==> config.mk <==
export PLATFORM = sky130hd
export DESIGN_NAME = prog_timer
export DESIGN_NICKNAME = d
export VERILOG_FILES = /design/src/rtl/prog_timer_pkg.sv /design/src/rtl/prog_timer_regs.sv /design/src/rtl/prog_timer_tick.sv /design/src/rtl/prog_timer_count.sv /design/src/rtl/prog_timer_irq.sv /design/src/rtl/prog_timer.sv
export SDC_FILE = /design/constraint.sdc
export NUM_CORES = 1
export LEC_CHECK = 0
export ABC_AREA = 1
export ABC_CLOCK_PERIOD_IN_PS = 2600
export BUFFER_PORTS_ARGS = -buffer_cell sky130_fd_sc_hd__buf_2
export CAP_MARGIN = 20
export CORE_MARGIN = 8
export CORE_UTILIZATION = 59
export CTS_CLUSTER_DIAMETER = 200
export DETAILED_ROUTE_END_ITERATION = 7
export PLACE_DENSITY = 0.86
export REMOVE_ABC_BUFFERS = 1
export SYNTH_ARGS = -nofsm -noshare
export SYNTH_HDL_FRONTEND = slang
export SYNTH_HIERARCHICAL = 1
export SYNTH_SLANG_ARGS = --single-unit
export TNS_END_PERCENT = 50
==> constraint.sdc <==
create_clock -name clk -period 2.6 [get_ports clk]
set_clock_uncertainty 0.15 [all_clocks]
set_input_delay 0.26 -clock clk [delete_from_list [all_inputs] [get_ports clk]]
set_output_delay 0.26 -clock clk [all_outputs]
set_load 0.02 [all_outputs]
==> src/rtl/prog_timer_pkg.sv <==
package prog_timer_pkg;

    typedef enum logic [1:0] {
        ST_SEEK_TGT  = 2'd0,
        ST_SEEK_WRAP = 2'd1,
        ST_STOPPED   = 2'd2
    } tmr_state_t;

    typedef enum logic {
        ARM_READY = 1'b0,
        ARM_SPENT = 1'b1
    } irq_arm_t;

    localparam int VAR_PIXEL = 0;
    localparam int VAR_LINE  = 1;
    localparam int VAR_DIV8  = 2;

    localparam int MB_SYNC_EN  = 0;
    localparam int MB_RESTART  = 3;
    localparam int MB_IRQ_TGT  = 4;
    localparam int MB_IRQ_WRAP = 5;
    localparam int MB_IRQ_REP  = 6;
    localparam int MB_SRC_EXT  = 8;
    localparam int MB_SRC_DIV  = 9;
    localparam int MB_EVENT    = 10;
    localparam int MB_HIT_TGT  = 11;
    localparam int MB_HIT_WRAP = 12;
    localparam int CFG_W       = 10;

    localparam logic [1:0] A_COUNT  = 2'd0;
    localparam logic [1:0] A_MODE   = 2'd1;
    localparam logic [1:0] A_TARGET = 2'd2;

endpackage

==> src/rtl/prog_timer_regs.sv <==
module prog_timer_regs
    import prog_timer_pkg::*;
#(
    parameter int CNT_W = 16,
    parameter int BUS_W = 32
) (
    input  logic             clk,
    input  logic             rst_n,
    input  logic             bus_sel,
    input  logic             bus_wr,
    input  logic             bus_rd,
    input  logic [1:0]       bus_addr,
    input  logic [BUS_W-1:0] bus_wdata,
    input  logic [CNT_W-1:0] count,
    input  logic             ev_tgt,
    input  logic             ev_wrap,
    output logic [CNT_W-1:0] rdata,
    output logic [CNT_W-1:0] wval,
    output logic [CNT_W-1:0] target,
    output logic             mode_wr,
    output logic             count_wr,
    output logic             tgt_wr,
    output logic             restart,
    output logic             irq_tgt_en,
    output logic             irq_wrap_en,
    output logic             irq_rep,
    output logic             src_ext,
    output logic             src_div,
    output logic             flag_tgt,
    output logic             flag_wrap
);

    logic [CFG_W-1:0] cfg_q;
    logic [CNT_W-1:0] tgt_q;
    logic             flag_evt;
    logic             wr_stb;
    logic             rd_mode;
    logic [CNT_W-1:0] mode_word;
    logic             unused_hi;

    assign wval      = bus_wdata[CNT_W-1:0];
    assign unused_hi = ^bus_wdata[BUS_W-1:CNT_W];
    assign wr_stb    = bus_sel & bus_wr;
    assign mode_wr   = wr_stb & (bus_addr == A_MODE);
    assign count_wr  = wr_stb & (bus_addr == A_COUNT);
    assign tgt_wr    = wr_stb & (bus_addr == A_TARGET);
    assign rd_mode   = bus_sel & bus_rd & ~bus_wr & (bus_addr == A_MODE);

    always_ff @(posedge clk) begin
        if (!rst_n) begin
            cfg_q     <= '0;
            tgt_q     <= '0;
            flag_evt  <= 1'b0;
            flag_tgt  <= 1'b0;
            flag_wrap <= 1'b0;
        end else begin
            if (mode_wr) cfg_q <= wval[CFG_W-1:0];
            if (tgt_wr)  tgt_q <= wval;
            if (mode_wr) begin
                flag_evt  <= 1'b0;
                flag_tgt  <= 1'b0;
                flag_wrap <= 1'b0;
            end else begin
                flag_evt  <= flag_evt | ev_tgt | ev_wrap;
                flag_tgt  <= (flag_tgt  & ~rd_mode) | ev_tgt;
                flag_wrap <= (flag_wrap & ~rd_mode) | ev_wrap;
            end
        end
    end

    always_comb begin
        mode_word              = '0;
        mode_word[CFG_W-1:0]   = cfg_q;
        mode_word[MB_EVENT]    = flag_evt;
        mode_word[MB_HIT_TGT]  = flag_tgt;
        mode_word[MB_HIT_WRAP] = flag_wrap;
        case (bus_addr)
            A_COUNT:  rdata = count;
            A_MODE:   rdata = mode_word;
            A_TARGET: rdata = tgt_q;
            default:  rdata = '0;
        endcase
    end

    assign target      = tgt_q;
    assign restart     = cfg_q[MB_RESTART];
    assign irq_tgt_en  = cfg_q[MB_IRQ_TGT];
    assign irq_wrap_en = cfg_q[MB_IRQ_WRAP];
    assign irq_rep     = cfg_q[MB_IRQ_REP];
    assign src_ext     = cfg_q[MB_SRC_EXT];
    assign src_div     = cfg_q[MB_SRC_DIV];

endmodule

==> src/rtl/prog_timer_tick.sv <==
module prog_timer_tick
    import prog_timer_pkg::*;
#(
    parameter int VARIANT = VAR_PIXEL,
    parameter int DIV_W   = 3
) (
    input  logic clk,
    input  logic rst_n,
    input  logic mode_wr,
    input  logic src_ext,
    input  logic src_div,
    input  logic ext_tick,
    output logic tick
);

    logic [DIV_W-1:0] pre_q;
    logic             pre_done;

    always_ff @(posedge clk) begin
        if (!rst_n)       pre_q <= '0;
        else if (mode_wr) pre_q <= '0;
        else              pre_q <= pre_q + 1'b1;
    end

    assign pre_done = &pre_q;

    generate
        if (VARIANT == VAR_DIV8) begin : g_div
            logic unused_sel;
            assign unused_sel = src_ext ^ ext_tick;
            assign tick       = src_div ? pre_done : 1'b1;
        end else begin : g_ext
            logic unused_sel;
            assign unused_sel = src_div ^ pre_done;
            assign tick       = src_ext ? ext_tick : 1'b1;
        end
    endgenerate

endmodule

==> src/rtl/prog_timer_count.sv <==
module prog_timer_count
    import prog_timer_pkg::*;
#(
    parameter int CNT_W = 16
) (
    input  logic             clk,
    input  logic             rst_n,
    input  logic             tick,
    input  logic             mode_wr,
    input  logic             count_wr,
    input  logic             tgt_wr,
    input  logic             halt_on_wr,
    input  logic             restart,
    input  logic [CNT_W-1:0] wval,
    input  logic [CNT_W-1:0] target,
    output logic [CNT_W-1:0] count,
    output tmr_state_t       state,
    output logic             ev_tgt,
    output logic             ev_wrap
);

    localparam logic [CNT_W-1:0] CNT_MAX = '1;

    tmr_state_t       state_n;
    logic [CNT_W-1:0] count_n;
    logic [CNT_W-1:0] nxt;
    logic             step;

    assign nxt     = count + 1'b1;
    assign step    = tick & ~(mode_wr | count_wr | tgt_wr) & (state != ST_STOPPED);
    assign ev_tgt  = step & (state == ST_SEEK_TGT)  & (nxt == target);
    assign ev_wrap = step & (state == ST_SEEK_WRAP) & (count == CNT_MAX);

    always_ff @(posedge clk) begin
        if (!rst_n) begin
            state <= ST_SEEK_WRAP;
            count <= '0;
        end else begin
            state <= state_n;
            count <= count_n;
        end
    end

    always_comb begin
        state_n = state;
        count_n = count;
        if (mode_wr) begin
            count_n = '0;
            if (halt_on_wr)          state_n = ST_STOPPED;
            else if (target != '0)   state_n = ST_SEEK_TGT;
            else                     state_n = ST_SEEK_WRAP;
        end else if (count_wr) begin
            count_n = wval;
            if (state != ST_STOPPED)
                state_n = (wval < target) ? ST_SEEK_TGT : ST_SEEK_WRAP;
        end else if (tgt_wr) begin
            if (state != ST_STOPPED)
                state_n = (count < wval) ? ST_SEEK_TGT : ST_SEEK_WRAP;
        end else if (step) begin
            unique case (state)
                ST_SEEK_TGT: begin
                    if (ev_tgt) begin
                        count_n = restart ? '0 : nxt;
                        state_n = restart ? ST_SEEK_TGT : ST_SEEK_WRAP;
                    end else begin
                        count_n = nxt;
                    end
                end
                ST_SEEK_WRAP: begin
                    if (ev_wrap) begin
                        count_n = '0;
                        state_n = (target != '0) ? ST_SEEK_TGT : ST_SEEK_WRAP;
                    end else begin
                        count_n = nxt;
                    end
                end
                default: begin
                    state_n = state;
                end
            endcase
        end
    end

endmodule

==> src/rtl/prog_timer_irq.sv <==
module prog_timer_irq
    import prog_timer_pkg::*;
(
    input  logic clk,
    input  logic rst_n,
    input  logic mode_wr,
    input  logic ev_tgt,
    input  logic ev_wrap,
    input  logic irq_tgt_en,
    input  logic irq_wrap_en,
    input  logic irq_rep,
    output logic irq
);

    irq_arm_t arm_q;
    irq_arm_t arm_n;
    logic     fire;

    assign fire = ((ev_tgt & irq_tgt_en) | (ev_wrap & irq_wrap_en))
                & (irq_rep | (arm_q == ARM_READY));

    always_ff @(posedge clk) begin
        if (!rst_n) begin
            arm_q <= ARM_READY;
            irq   <= 1'b0;
        end else begin
            arm_q <= arm_n;
            irq   <= fire;
        end
    end

    always_comb begin
        arm_n = arm_q;
        if (mode_wr) begin
            arm_n = ARM_READY;
        end else begin
            unique case (arm_q)
                ARM_READY: if (fire) arm_n = ARM_SPENT;
                ARM_SPENT: arm_n = ARM_SPENT;
                default:   arm_n = ARM_READY;
            endcase
        end
    end

endmodule

==> src/rtl/prog_timer.sv <==
module prog_timer
    import prog_timer_pkg::*;
#(
    parameter int VARIANT = VAR_PIXEL,
    parameter int CNT_W   = 16,
    parameter int BUS_W   = 32,
    parameter int DIV_W   = 3
) (
    input  logic             clk,
    input  logic             rst_n,
    input  logic             ext_tick,
    input  logic             bus_sel,
    input  logic             bus_wr,
    input  logic             bus_rd,
    input  logic [1:0]       bus_addr,
    input  logic [BUS_W-1:0] bus_wdata,
    output logic [CNT_W-1:0] bus_rdata,
    output logic             irq
);

    logic [CNT_W-1:0] count;
    logic [CNT_W-1:0] wval;
    logic [CNT_W-1:0] target;
    logic             mode_wr, count_wr, tgt_wr;
    logic             restart, irq_tgt_en, irq_wrap_en, irq_rep;
    logic             src_ext, src_div;
    logic             flag_tgt, flag_wrap;
    logic             tick, ev_tgt, ev_wrap;
    logic             halt_on_wr;
    tmr_state_t       state;

    assign halt_on_wr = (VARIANT == VAR_DIV8) && wval[MB_SYNC_EN]
                      && ((wval[2:1] == 2'b00) || (wval[2:1] == 2'b11));

    prog_timer_regs #(.CNT_W(CNT_W), .BUS_W(BUS_W)) u_regs (
        .clk(clk), .rst_n(rst_n), .bus_sel(bus_sel), .bus_wr(bus_wr),
        .bus_rd(bus_rd), .bus_addr(bus_addr), .bus_wdata(bus_wdata),
        .count(count), .ev_tgt(ev_tgt), .ev_wrap(ev_wrap),
        .rdata(bus_rdata), .wval(wval), .target(target),
        .mode_wr(mode_wr), .count_wr(count_wr), .tgt_wr(tgt_wr),
        .restart(restart), .irq_tgt_en(irq_tgt_en), .irq_wrap_en(irq_wrap_en),
        .irq_rep(irq_rep), .src_ext(src_ext), .src_div(src_div),
        .flag_tgt(flag_tgt), .flag_wrap(flag_wrap)
    );

    prog_timer_tick #(.VARIANT(VARIANT), .DIV_W(DIV_W)) u_tick (
        .clk(clk), .rst_n(rst_n), .mode_wr(mode_wr), .src_ext(src_ext),
        .src_div(src_div), .ext_tick(ext_tick), .tick(tick)
    );

    prog_timer_count #(.CNT_W(CNT_W)) u_count (
        .clk(clk), .rst_n(rst_n), .tick(tick), .mode_wr(mode_wr),
        .count_wr(count_wr), .tgt_wr(tgt_wr), .halt_on_wr(halt_on_wr),
        .restart(restart), .wval(wval), .target(target), .count(count),
        .state(state), .ev_tgt(ev_tgt), .ev_wrap(ev_wrap)
    );

    prog_timer_irq u_irq (
        .clk(clk), .rst_n(rst_n), .mode_wr(mode_wr), .ev_tgt(ev_tgt),
        .ev_wrap(ev_wrap), .irq_tgt_en(irq_tgt_en), .irq_wrap_en(irq_wrap_en),
        .irq_rep(irq_rep), .irq(irq)
    );

endmodule

# == Yosys cells after proc, flatten, opt, wreduce, memory -nomap -nowiden ==
# Cells that the tools add are included.
# word_totals
out_inout_bits,17
word_cells,88
in_bits,40
reg_bits,49
# op_classes
eq_ne,11
magnitude_cmp,2
n_bitwise,31
add_sub_neg,1
n_mux,24
n_reduce_logical,10
# ops
op,n
$mux 16,6
$pmux 16 s3,1
$lt 16x16->1,2
$pmux 16 s2,1
$and 1x1->1,18
$add 16x1->16 const B,1
$eq 16x16->1,1
$eq 16x16->1 const B,1
$mux 2,8
$reduce_bool 16->1,1
$ne 5x1->1 const B,2
$or 1x1->1,8
$mux 1,6
$ne 3x2->1 const B,2
$reduce_and 6->1,1
$not 1->1,5
$reduce_bool 5->1,1
$eq 2x1->1 const B,2
$logic_not 2->1,2
$pmux 2 s2,1
$reduce_bool 4->1,1
$reduce_and 3->1,1
$reduce_bool 3->1,1
$eq 2x2->1 const B,1
other kinds (5),5

# == Depth between registers and ports, before layout ==
# Gate-level depths: netlist (run 1).
# depth
word_depth,15
mapped_depth,20

# == By module ==
# Netlist (run 1), hierarchy kept.
# by_module_without_submodules
mod,area_each_um2,cells_per_inst,seq_area_each_um2,n_inst
prog_timer_count,2645.0,451,360.3,1
prog_timer_regs,1441.4,211,580.6,1
prog_timer_irq,87.6,14,40.0,1
prog_timer_tick,7.5,2,0.0,1
prog_timer,3.8,1,0.0,1

# == Worst setup path after synthesis (run 1) ==
# Ideal clock, no wire load.
# synth_timing
kind,input port to flip-flop
start,input port bus_wr
end,register u_count.count[10]
path_buffers,2
arrival_ps,1989
path_stages,18
path_slack_ps,329
path_cell_list,nand2_1 -> inv_1 -> nand2_4 -> clkinv_2 -> buf_6 -> nor2_1 -> nand3_1 -> nor2_1 -> nand2_1 -> nor2_1 -> nand2_1 -> nor2_1 -> nand3_1 -> nor2_2 -> nand3_4 -> buf_6 -> nand4_1 -> a21oi_1
# synth_lines
element,line,source
from (decl),prog_timer.sv:13,"input logic bus_wr,"
$and 1x1->1 (*),prog_timer_regs.sv:43,assign wr_stb = bus_sel & bus_wr;
$and 1x1->1 (*),prog_timer_regs.sv:46,assign tgt_wr = wr_stb & (bus_addr == A_TARGET);
named net tgt_wr,prog_timer.sv:24,"logic mode_wr, count_wr, tgt_wr;"
$or 1x1->1,prog_timer_count.sv:30,assign step = tick & ~(mode_wr | count_wr | tgt_wr) & (state != ST_STOPPED);
$not 1->1,prog_timer_count.sv:30,
$and 1x1->1 (2 in series),prog_timer_count.sv:30,
"$and 1x1->1, on equally long branches (2 in series)","prog_timer_count.sv:32, prog_timer_count.sv:31",
"$mux 16, on equally long branches","prog_timer_count.sv:70, prog_timer_count.sv:62",
$pmux 16 s2,prog_timer_count.sv:60,unique case (state)
$mux 16,prog_timer_count.sv:59,end else if (step) begin
$mux 16,prog_timer_count.sv:56,end else if (tgt_wr) begin
$mux 16,prog_timer_count.sv:52,end else if (count_wr) begin
to (signal assigned),prog_timer_count.sv:40,count <= count_n;
to (decl),prog_timer_count.sv:16,"output logic [CNT_W-1:0] count,"
# The timed path passes the listed nets; every way through them passes the cells marked *. The select of a mux whose other input is x is not followed.
# A chain may end at the register's enable or synchronous reset.

# == Worst setup path after layout (run 1) ==
# layout_timing
start,register u_count.count[1]
end,register u_regs.flag_tgt
# layout_via
elab_chain_len,4
# layout_rtl
element,line,source
$add 16x1->16,prog_timer_count.sv:29,assign nxt = count + 1'b1;
$eq 16x16->1,prog_timer_count.sv:31,assign ev_tgt = step & (state == ST_SEEK_TGT) & (nxt == target);
$and 1x1->1,prog_timer_count.sv:31,
named net ev_tgt,prog_timer.sv:28,"logic tick, ev_tgt, ev_wrap;"
$or 1x1->1,prog_timer_regs.sv:65,flag_tgt <= (flag_tgt & ~rd_mode) | ev_tgt;
to (signal assigned),prog_timer_regs.sv:65,
to (decl),prog_timer_regs.sv:29,"output logic flag_tgt,"
# The timed path passes the listed nets, and every way through them passes these cells.

==> out/qor.yml, run 1 <==
detailed_routing:
  initialDrtViolationCount: 366
  drt-wirelength-per-cell_um: 16.6
  drt_pass1_iterations: 7
  final_routed_wirelength_across_all_metal_layers_mm: 13.7
  drt-vias-per-instance: 5.71
  drc_viols: 1
  vias: 4721
  drt.antenna.violating_nets: 0
setup_path:
  end_kind: "flop"
  worstPathBufferInverterCount: 4
  critical_path.reg2reg.startpoint: "u_count/count[1]"
  worstSetupStartpointType: "flop"
  regToRegSetupSlack_ps: 90
  rr_worst_depth: 14
  worst_setup_path_category: "flop to flop"
  kind_of_cell_with_the_highest_combined_delay_on_the_critical_path: "simple AND/OR/NAND/NOR gates"
  critical_path_arrival_ps: 2610
  worst-path-stages: 14
  critPathMaxStageDelay_ps: 380
  critical_path.slowest_cell: "sky130_fd_sc_hd__dfxtp_4"
  cp_required_ps: 2700
  worst-path-max-fanout: 5
  critical_path.cell_chain: "ha_4, nand2_4, nor2_4, buf_6, nand4_1, nand3_2, nand4_1, nor4_2, nand2_1, nor3_2, buf_4, buf_4, inv_1, a21oi_1"
  worst_r2r_endpoint: "u_regs/flag_tgt"
clock_tree:
  numCtsBuffers: 5
  clockBufferDepth: 2
  cts-hold-fix-buffers: 0
  master_cell_of_the_clock_root_buffer: "sky130_fd_sc_hd__clkbuf_8"
  clock_sink_count: 49
  htreeDepth: 2
  cts.clk_slew.worst_paths_ps: 100
  clock_tree_from_tritoncts: "built"
  worst_skew_pair.late_latency_ps: 310
global_routing:
  grt_overflow: 0
  grt_util_all_layers_pct: 26.8
  grt_pass1_vias: 4255
  initial_antenna_violation_count: 0
  grt_pass1_wl_mm: 21.5
  grt_max_degree: 32
timing:
  slew_viol_final: 0
  worstMarginPinSlew_ps: 702
  maxSlewHeadroom_pct: 53.1
  holdWs_ps: 75.5
  max_freq_mhz: 399
  finalSetupViolCount: 0
  post-route-period-util_pct: 96.4
  report.final.hold_viol_count: 0
  setup_slack_ps: 94.0
  post-route-min-period_ps: 2510
run_status:
  status: "complete, but fails checks"
  violations: "DRC"
placement:
  post-place-cells: 811
  post-dp-hpwl_mm: 10.1
  place.port_buffers: 40
  finalWeightedCongestion: 0.984
  placedInstanceArea_um2: 4490
  place_worst_setup_slack_ps: 37.5
die:
  floorplan.die.height_um: 100
  floorplan.io_pins: 57
  floorplan.initialDensity_pct: 61.3
  row_count: 30
  core_area_um2: 6830
  floorplan.die_area_um2: 10000
  die_x_um: 100
synth:
  syn_area_um2: 4190
  synth_seq_area_share_pct: 23.4
  ys.warnings.count: 6
  yosys.cell_types.count: 33
  synth.ff_latch_count: 49
  synth.cells.most_frequent: "155 x sky130_fd_sc_hd__nand2_1, 92 x sky130_fd_sc_hd__inv_1, 86 x sky130_fd_sc_hd__nor2_1, 59 x sky130_fd_sc_hd__nand3_1, 49 x sky130_fd_sc_hd__dfxtp_1"
  postSynthCellCount: 679
  netlist_top_cells_area: "sky130_fd_sc_hd__dfxtp_1 23%, sky130_fd_sc_hd__nand2_1 14%, sky130_fd_sc_hd__ha_1 9.3%"
  yosysMostFrequentCell: "sky130_fd_sc_hd__nand2_1"
  synth_edf_count: 0
  most_used_flip_flop_cell_after_synthesis: "sky130_fd_sc_hd__dfxtp_1"
  synth_area_leader_cell: "sky130_fd_sc_hd__dfxtp_1"
  async_reset_ff_share_pct: 0
  synth.top_cell.area_share_pct: 23.4
  syn_avg_cell_area_um2: 6.16
hold_path:
  hold_path_startpoint: "bus_wdata[1]"
  hold-path-cell-count: 3
  timing.hold.worst.class: "input port to flop"
  hold_path_end: "u_regs/cfg_q[1]"
flow_run:
  cap_violations: 0
final_layout:
  design.final.nets: 801
  final_layout_size_suffix_gt1_share_pct: 19.2
  postLayoutCellArea_um2: 4820
  fin_util_pct: 70.6
  syn2layout_area_growth_pct: 15.2
  n_antenna_cell: 0
  number_of_non_filler_instances_in_the_completed_layout: 827
power_and_ir_drop:
  power.density_cell_area_nw_per_um2: 402
  worst_ir_drop_vdd_v: 0.000318
  total_leakage_power_uw: 0.00222
==> through the flow <==
step	power (uW)	TNS, ps
after global routing	2020	-20.6
final	1940	0
after global placement	1310	0
after floorplan	1140	0
after detailed placement	1320	0
after CTS	1900	0
==> logic make-up (layout without fill, tap and decap cells) <==
| group | after synthesis | count (layout) | share of synthesized area [%] |
|---|---|---|---|
| and+or+nand+nor | 369 | 370 | 40.1 |
| buffers and inverters | 129 | 179 | 14.1 |
| AOI/OAI and AO/OA | 99 | 99 | 12.6 |
| DFF | 49 | 49 | 23.4 |
| adders and majority gates | 31 | 31 | 9.27 |
| other | 1 | 2 | 0.0896 |
| xor gates and xnor gates | 1 | 1 | 0.389 |
==> what timing repair did <==
action	CTS	global route
resized for setup	0	41
setup endpoints to repair	0	22
buffers inserted	0	7
==> worst min-delay path: cells and delay by family <==
kind                   cells  cell delay [ps]
buffers and inverters      1              110
AOI/OAI and AO/OA          1               70
and+or+nand+nor            1               70
==> state kept, by name, summed over array words and instances (netlist names) <==
signal            count
u_regs/flag_evt       1
u_regs/cfg_q         10
u_regs/target        16
u_count/state         2
u_regs/flag_wrap      1
u_count/count        16
u_regs/flag_tgt       1
u_irq/arm_q           1
u_irq/irq             1
==> cell usage in the layout (no fill, tap or decap), types with 2 or more instances in the layout <==
cell type,n
sky130_fd_sc_hd__dfxtp_4,2
sky130_fd_sc_hd__nand2_4,2
sky130_fd_sc_hd__nand2_2,14
sky130_fd_sc_hd__buf_4,30
sky130_fd_sc_hd__o21ai_0,35
sky130_fd_sc_hd__dfxtp_1,43
sky130_fd_sc_hd__nand3_4,2
sky130_fd_sc_hd__buf_6,4
sky130_fd_sc_hd__nand2_1,148
sky130_fd_sc_hd__o21ai_1,7
sky130_fd_sc_hd__a21oi_1,39
sky130_fd_sc_hd__conb_1,2
sky130_fd_sc_hd__nand4_1,26
sky130_fd_sc_hd__nand3_1,53
sky130_fd_sc_hd__nor2_2,4
sky130_fd_sc_hd__clkbuf_8,6
sky130_fd_sc_hd__ha_1,30
sky130_fd_sc_hd__dfxtp_2,4
sky130_fd_sc_hd__nor4_1,4
sky130_fd_sc_hd__inv_1,91
sky130_fd_sc_hd__nor3_1,10
sky130_fd_sc_hd__nand3_2,10
sky130_fd_sc_hd__buf_2,40
sky130_fd_sc_hd__nor2_4,9
sky130_fd_sc_hd__inv_2,4
sky130_fd_sc_hd__nor3_2,2
sky130_fd_sc_hd__o22ai_1,14
sky130_fd_sc_hd__a22o_1,3
sky130_fd_sc_hd__nor2_1,83
==> area by class of cell <==
cell class	instances	area, um2
clock buffers	7	86.3
clock inverters	1	30.0
fillers	652	2010
inverters	96	362
multi-input cells	503	2740
flip-flops and latches	49	993
well taps	96	120
repair buffers	75	490
==> per-layer routing <==
metal	part of all wire [%]	GRT usage [%]	wire (um)
met5	0	0	0
met4	2.2	8.37	307
met3	8.9	3.46	1230
met2	45	43.1	6200
met1	44	35.9	6010
==> worst max path at each step <==
stage / from / end
2_1_floorplan: bus_wr / u_count/count[0]
3_5_place_dp: u_count/count[0] / u_irq/irq
4_1_cts: u_count/count[0] / u_irq/irq
5_1_grt: u_count/count[8] / u_irq/irq
3_3_place_gp: u_count/count[0] / u_irq/irq
6_report: u_count/count[1] / u_regs/flag_tgt
==> where the power goes <==
group          total, uW  leakage [uW]  internal (uW)  switching (uW)
Sequential           828      0.000401            786            42.6
Clock                592     0.0000585            314             278
Combinational        519       0.00176            190             329
Power figures use the tool's default switching activity.
==> inputs of run 2 (changes only) <==
Settings changed: CORE_UTILIZATION 59 to 58, GPL_ROUTABILITY_DRIVEN set to 0, PLACE_DENSITY 0.86 to 0.85, SYNTH_HIERARCHICAL 1 to unset.
==> out/qor.yml, run 2 <==
run_status:
  status: "complete, no violations"
die:
  die_x_um: 98.3  # -1.9%
  floorplan.die.height_um: 98.3  # -1.9%
  row_count: 30  # unchanged
  floorplan.initialDensity_pct: 58.9  # -2.4 points
  floorplan.io_pins: 57  # unchanged
  core_area_um2: 6680  # -2.2%
  floorplan.die_area_um2: 9670  # -3.7%
clock_tree:
  clockBufferDepth: 2  # unchanged
  cts.clk_slew.worst_paths_ps: 100  # about the same
  clock_tree_from_tritoncts: "built"
  master_cell_of_the_clock_root_buffer: "sky130_fd_sc_hd__clkbuf_8"
  clock_sink_count: 48  # -2.0%
  numCtsBuffers: 5  # unchanged
  worst_skew_pair.late_latency_ps: 320  # about the same
  post_cts_buffers: 0  # unchanged
  htreeDepth: 2  # unchanged
global_routing:
  grt_pass1_wl_mm: 20.7  # -3.7%
  grt_overflow: 0  # unchanged
  groute.layer.met2.usage_pct: 41.5  # -1.6 points
  grt_max_degree: 29  # -9.4%
  global_route.peak_usage_layer: "met2"
  grt_util_met3_pct: 4.69  # +1.2 points
  initial_antenna_violation_count: 0  # unchanged
  grt_util_all_layers_pct: 26.2  # -0.55 points
  grt_pass1_vias: 4455  # +4.7%
  grt_use_met1_pct: 32.9  # -3.1 points
power_and_ir_drop:
  worst_ir_drop_vdd_v: 0.000265  # -17%
  power.density_cell_area_nw_per_um2: 418  # +4.1%
  total_leakage_power_uw: 0.00210  # -5.7%
final_layout:
  n_fill_cell: 602  # -7.7%
  n_antenna_cell: 0  # unchanged
  syn2layout_area_growth_pct: 12.1
  layout.cells.most_common: "sky130_fd_sc_hd__nand2_1"
  design.final.nets: 733  # -8.5%
  number_of_non_filler_instances_in_the_completed_layout: 743  # -10%
  flip_flop_and_latch_area_um2: 962  # -3.1%
  final_layout_size_suffix_gt1_share_pct: 15.2  # -3.9 points
  footprint_of_the_multi_input_gates_um2: 2610  # -4.7%
  mostFrequentLayoutCells: "131 x sky130_fd_sc_hd__nand2_1, 85 x sky130_fd_sc_hd__a21oi_1, 74 x sky130_fd_sc_hd__inv_1, 52 x sky130_fd_sc_hd__nand3_1, 48 x sky130_fd_sc_hd__o21ai_0"
synth:
  synth.top_cell.area_share_pct: 24.4  # +1.0 points
  ys.warnings.count: 0  # -6
  synth_area_leader_cell: "sky130_fd_sc_hd__dfxtp_1"
  most_used_flip_flop_cell_after_synthesis: "sky130_fd_sc_hd__dfxtp_1"
  yosysMostFrequentCell: "sky130_fd_sc_hd__nand2_1"
  postSynthCellCount: 614  # -9.6%
  syn_avg_cell_area_um2: 6.40  # +3.9%
  netlist_top_cells_area: "sky130_fd_sc_hd__dfxtp_1 24%, sky130_fd_sc_hd__nand2_1 13%, sky130_fd_sc_hd__a21oi_1 11%"
  syn_area_um2: 3930  # -6.0%
  synth.ff_latch_count: 48  # -2.0%
  synth_seq_area_share_pct: 24.4  # +1.0 points
  synth.cells.most_frequent: "131 x sky130_fd_sc_hd__nand2_1, 85 x sky130_fd_sc_hd__a21oi_1, 74 x sky130_fd_sc_hd__inv_1, 52 x sky130_fd_sc_hd__nand3_1"
  synth_edf_count: 0  # unchanged
  async_reset_ff_share_pct: 0  # unchanged
  yosys.cell_types.count: 31  # -6.1%
setup_path:
  worstSetupStartpointType: "flop"
  cp_required_ps: 2650  # -50 ps
  critical_path_arrival_ps: 2500  # -110 ps
  worst-path-max-fanout: 10  # +5
  end_kind: "flop"
  worst_setup_path_category: "flop to flop"
timing:
  max_freq_mhz: 409  # +2.6%
  post-route-period-util_pct: 94.0  # -2.4 points
  finalSetupViolCount: 0  # unchanged
  worstMarginPinSlew_ps: 731  # +28.9 ps
  slew_viol_final: 0  # unchanged
  maxSlewHeadroom_pct: 51.1  # -2.0 points
  report.final.hold_viol_count: 0  # unchanged
  post-route-min-period_ps: 2440  # -62.6 ps
  setup_slack_ps: 157  # +62.6 ps
placement:
  place.port_buffers: 40  # unchanged
  place_worst_setup_slack_ps: 246  # +208 ps
  post-dp-hpwl_mm: 9.54  # -5.3%
  post-place-cells: 734  # -9.5%
detailed_routing:
  drc_viols: 0  # -1
  drt.antenna.violating_nets: 0  # unchanged
  drt_pass1_iterations: 7  # unchanged
  final_routed_wirelength_across_all_metal_layers_mm: 12.9  # -6.4%
  initialDrtViolationCount: 532  # +45%
  drt-wirelength-per-cell_um: 17.3  # +4.2%
  drt-vias-per-instance: 6.29  # +10%
  vias: 4676  # -0.95%
flow_run:
  cap_violations: 0  # unchanged
hold_path:
  timing.hold.worst.class: "input port to flop"
-- run 2: layer usage --
metal	routed length (um)	share of wire (%)
met1	5430	42
met4	535	4.2
met3	1200	9.3
met5	0	0
met2	5710	44
-- run 2: what timing repair did --
action / 4_1_cts / 5_1_grt
gates resized for setup: 0 / 4
hold buffers: 0 / 0
hold endpoints to repair: 0 / 0
endpoints found under the setup margin: 0 / 1
-- run 2: layout make-up --
cell class              instances  share of cell area (%)
inverters                      78                    6.64
repair buffers                 60                    8.03
well taps                      80                    2.27
multi-input cells             469                    59.2
clock buffers                   5                    1.56
clock inverters                 3                   0.426
flip-flops and latches         48                    21.8
-- run 2: worst paths after layout --
| check | startpoint | endpoint | slack, ps | depth (start not counted) |
|---|---|---|---|---|
| setup / recovery | u_count.count[3] | u_count.count[14] | 160 | 14 |
| hold reg to reg | u_regs.flag_tgt | u_regs.flag_tgt | 330 | 2 |
| hold / removal | bus_wdata[9] | u_regs.cfg_q[9] | 80 | 3 |
| setup reg to reg | u_count.count[3] | u_count.count[14] | 160 | 14 |
-- run 2: cell families (layout without fill, tap and decap cells) --
kind of cell               after synthesis  after routing  synth area share (%)
and+or+nand+nor                        282            283                  34.5
xor gates and xnor gates                 1              1                 0.223
adders and majority gates               31             31                  9.86
AOI/OAI and AO/OA                      154            154                  21.2
buffers and inverters                   98            146                  9.77
DFF                                     48             48                  24.4
-- run 2: worst max-delay path, stage by stage, from the launching register on --
cell and delay [ps]:
sky130_fd_sc_hd__dfxtp_1 500, sky130_fd_sc_hd__nand2_2 170, sky130_fd_sc_hd__nor2_4 250, sky130_fd_sc_hd__nand2_1 80, sky130_fd_sc_hd__nand2_1 80, sky130_fd_sc_hd__nand2_1 70
sky130_fd_sc_hd__nand2_1 70, sky130_fd_sc_hd__nand2_1 110, sky130_fd_sc_hd__nor2_1 130, sky130_fd_sc_hd__nand2_1 100, sky130_fd_sc_hd__nor2_4 150, sky130_fd_sc_hd__nand4_4 90
sky130_fd_sc_hd__buf_4 220, sky130_fd_sc_hd__nand3_1 90, sky130_fd_sc_hd__a21oi_1 70
-- run 2: metrics by stage --
step / total power, uW / cell area (um2) / util, % / setup TNS (ps) / hold WS (ps)
2_1_floorplan: 1180 / 3840 / - / -257 / 245
6_report: 1840 / 4410 / 66.0 / 0 / 77.8
3_3_place_gp: 1340 / 4280 / 64.1 / 0 / 306
4_1_cts: 1820 / 4380 / 65.6 / 0 / 80.6
3_5_place_dp: 1360 / 4300 / 64.3 / 0 / 316
5_1_grt: 1940 / 4410 / 66.0 / -20.5 / 89.4
-- run 2: power breakdown --
group          switching, uW  leakage [uW]  internal [uW]
logic                    358       0.00166            195
registers               47.6      0.000392            773
clock network            283     0.0000479            188
total                    688       0.00210           1160
==> inputs of run 3 (changes only) <==
Settings changed: CELL_PAD_IN_SITES_DETAIL_PLACEMENT set to 0, CELL_PAD_IN_SITES_GLOBAL_PLACEMENT set to 2, CORE_UTILIZATION 58 to 31, PLACE_DENSITY 0.85 to 0.84.
==> out/qor.yml, run 3 (synthesized netlist as in run 2, its figures left out) <==
detailed_routing:
  drc_viols: 0  # unchanged
  drt_pass1_iterations: 5  # -2
  drt-wirelength-per-cell_um: 17.3  # -0.16%
  vias: 4380  # -6.3%
  initialDrtViolationCount: 317  # -40%
  drt.antenna.violating_nets: 0  # unchanged
  final_routed_wirelength_across_all_metal_layers_mm: 14.5  # +13%
  drt-vias-per-instance: 5.21  # -17%
run_status:
  status: "complete, no violations"
placement:
  place.port_buffers: 40  # unchanged
  post-dp-hpwl_mm: 10.9  # +14%
die:
  row_count: 41  # +37%
  floorplan.die_area_um2: 16500  # +71%
  floorplan.initialDensity_pct: 31.4  # -27 points
  floorplan.io_pins: 57  # unchanged
  floorplan.die.height_um: 129  # +31%
  die_x_um: 129  # +31%
  core_area_um2: 12500  # +87%
clock_tree:
  master_cell_of_the_clock_root_buffer: "sky130_fd_sc_hd__clkbuf_16"
  clockBufferDepth: 2  # unchanged
  worst_skew_pair.late_latency_ps: 300  # -20 ps
  numCtsBuffers: 5  # unchanged
  cts.clk_slew.worst_paths_ps: 70  # -30 ps
  clock_tree_from_tritoncts: "built"
  clock_sink_count: 48  # unchanged
  cts-hold-fix-buffers: 0  # unchanged
  htreeDepth: 2  # unchanged
final_layout:
  layout.cells.most_common: "sky130_fd_sc_hd__nand2_1"
  final_layout_size_suffix_gt1_share_pct: 15.7  # +0.46 points
  mostFrequentLayoutCells: "131 x sky130_fd_sc_hd__nand2_1, 85 x sky130_fd_sc_hd__a21oi_1, 74 x sky130_fd_sc_hd__inv_1, 52 x sky130_fd_sc_hd__nand3_1"
  n_antenna_cell: 0  # unchanged
  syn2layout_area_growth_pct: 17.6
  design.final.nets: 740  # +0.95%
  n_fill_cell: 1424  # +140%
power_and_ir_drop:
  comb_power_share_pct: 27.8  # -2.2 points
  power.share.switching_pct: 34.7  # -2.6 points
  total_power_uw: 2030  # +10%
  power.density_cell_area_nw_per_um2: 439  # +4.9%
  pwr-share-clk_pct: 32.1  # +6.5 points
  internal_power_uw: 1330  # +15%
  worst_ir_drop_vdd_v: 0.000334  # +26%
  power_switching_uw: 705  # +2.4%
  total_leakage_power_uw: 0.00215  # +2.4%
  seq_power_share_pct: 40.2  # -4.3 points
timing:
  post-route-period-util_pct: 93.1  # -0.85 points
  report.final.hold_viol_count: 0  # unchanged
  slew_viol_final: 0  # unchanged
  holdWs_ps: 117  # +39.0 ps
  maxSlewHeadroom_pct: 49.2  # -1.8 points
  post-route-min-period_ps: 2420  # -22.2 ps
  max_freq_mhz: 413  # +0.92%
  setup_total_negative_slack_ps: 0  # unchanged
  worstMarginPinSlew_ps: 761  # +29.4 ps
  finalSetupViolCount: 0  # unchanged
hold_path:
  timing.hold.worst.class: "input port to flop"
global_routing:
  grt_pass1_wl_mm: 23.1  # +12%
  grt_max_degree: 30  # +3.4%
  initial_antenna_violation_count: 0  # unchanged
  grt_pass1_vias: 4360  # -2.1%
  grt_overflow: 0  # unchanged
  grt_util_all_layers_pct: 18.1  # -8.1 points
setup_path:
  worst-path-max-fanout: 8  # -2
  critical_path_arrival_ps: 2460  # -40 ps
  worstSetupStartpointType: "flop"
  worst_setup_path_category: "flop to flop"
  cp_required_ps: 2640  # about the same
  end_kind: "flop"
flow_run:
  cap_violations: 0  # unchanged
## run 3: path summary, 6_finish.rpt
path | startpoint | end | slack (ps) | cells after the start
max reg2reg | u_count.count[2] | u_count.count[1] | 180 | 13
min reg2reg | u_regs.flag_wrap | u_regs.flag_wrap | 330 | 2
max | u_count.count[2] | u_count.count[1] | 180 | 13
min | bus_wdata[0] | u_regs.cfg_q[0] | 120 | 3
## run 3: power groups by stage
stage | Sequential, uW | Combinational, uW | Clock (uW)
after floorplan | 825 | 357 | 0
final | 816 | 564 | 651
after detailed placement | 831 | 558 | 0
after CTS | 814 | 562 | 659
after global placement | 831 | 551 | 0
after global routing | 820 | 643 | 695
## run 3: through the flow
stage	cells	setup WS (ps)	instance area (um2)	utilization, %
6_report	841	179	4620	36.9
5_1_grt	841	-8.31	4620	36.9
4_1_cts	839	200	4600	36.7
3_5_place_dp	832	216	4460	35.7
3_3_place_gp	832	234	4460	35.7
2_1_floorplan	594	-16.0	3840	-
## run 3: layout make-up
cell class,instances,area (um2),area share (%)
clock buffers,6,129,2.79
inverters,78,293,6.33
well taps,172,215,4.65
repair buffers,68,427,9.23
flip-flops and latches,48,961,20.8
multi-input cells,468,2590,56.1
clock inverters,1,5.00,0.108
## run 3: critical path: stages (launching register included)
cell and delay, ps:
sky130_fd_sc_hd__dfxtp_1 520, sky130_fd_sc_hd__nand2_2 170, sky130_fd_sc_hd__nor2_8 220, sky130_fd_sc_hd__buf_4 150, sky130_fd_sc_hd__nand3_1 70, sky130_fd_sc_hd__nand3_1 100
sky130_fd_sc_hd__nand2_1 60, sky130_fd_sc_hd__nor2_1 110, sky130_fd_sc_hd__nand3_1 120, sky130_fd_sc_hd__nor2_4 170, sky130_fd_sc_hd__nand4_4 110, sky130_fd_sc_hd__buf_4 200
sky130_fd_sc_hd__nand3_1 80, sky130_fd_sc_hd__a21oi_1 60
## run 3: timing repair
item                                    4_1_cts  5_1_grt
hold endpoints to repair                      0        0
buffers inserted                              0        2
endpoints found under the setup margin        0       14
resized for setup                             0        3
## run 3: routing by layer
| layer | global-route usage [%] | wire [um] | vias up |
|---|---|---|---|
| li1 | - | - | 2194 |
| met1 | 22.5 | 6660 | 2054 |
| met2 | 30.7 | 6960 | 111 |
| met3 | 3.02 | 641 | 21 |
| met4 | 6.57 | 292 | 0 |
| met5 | 0 | 0 | - |
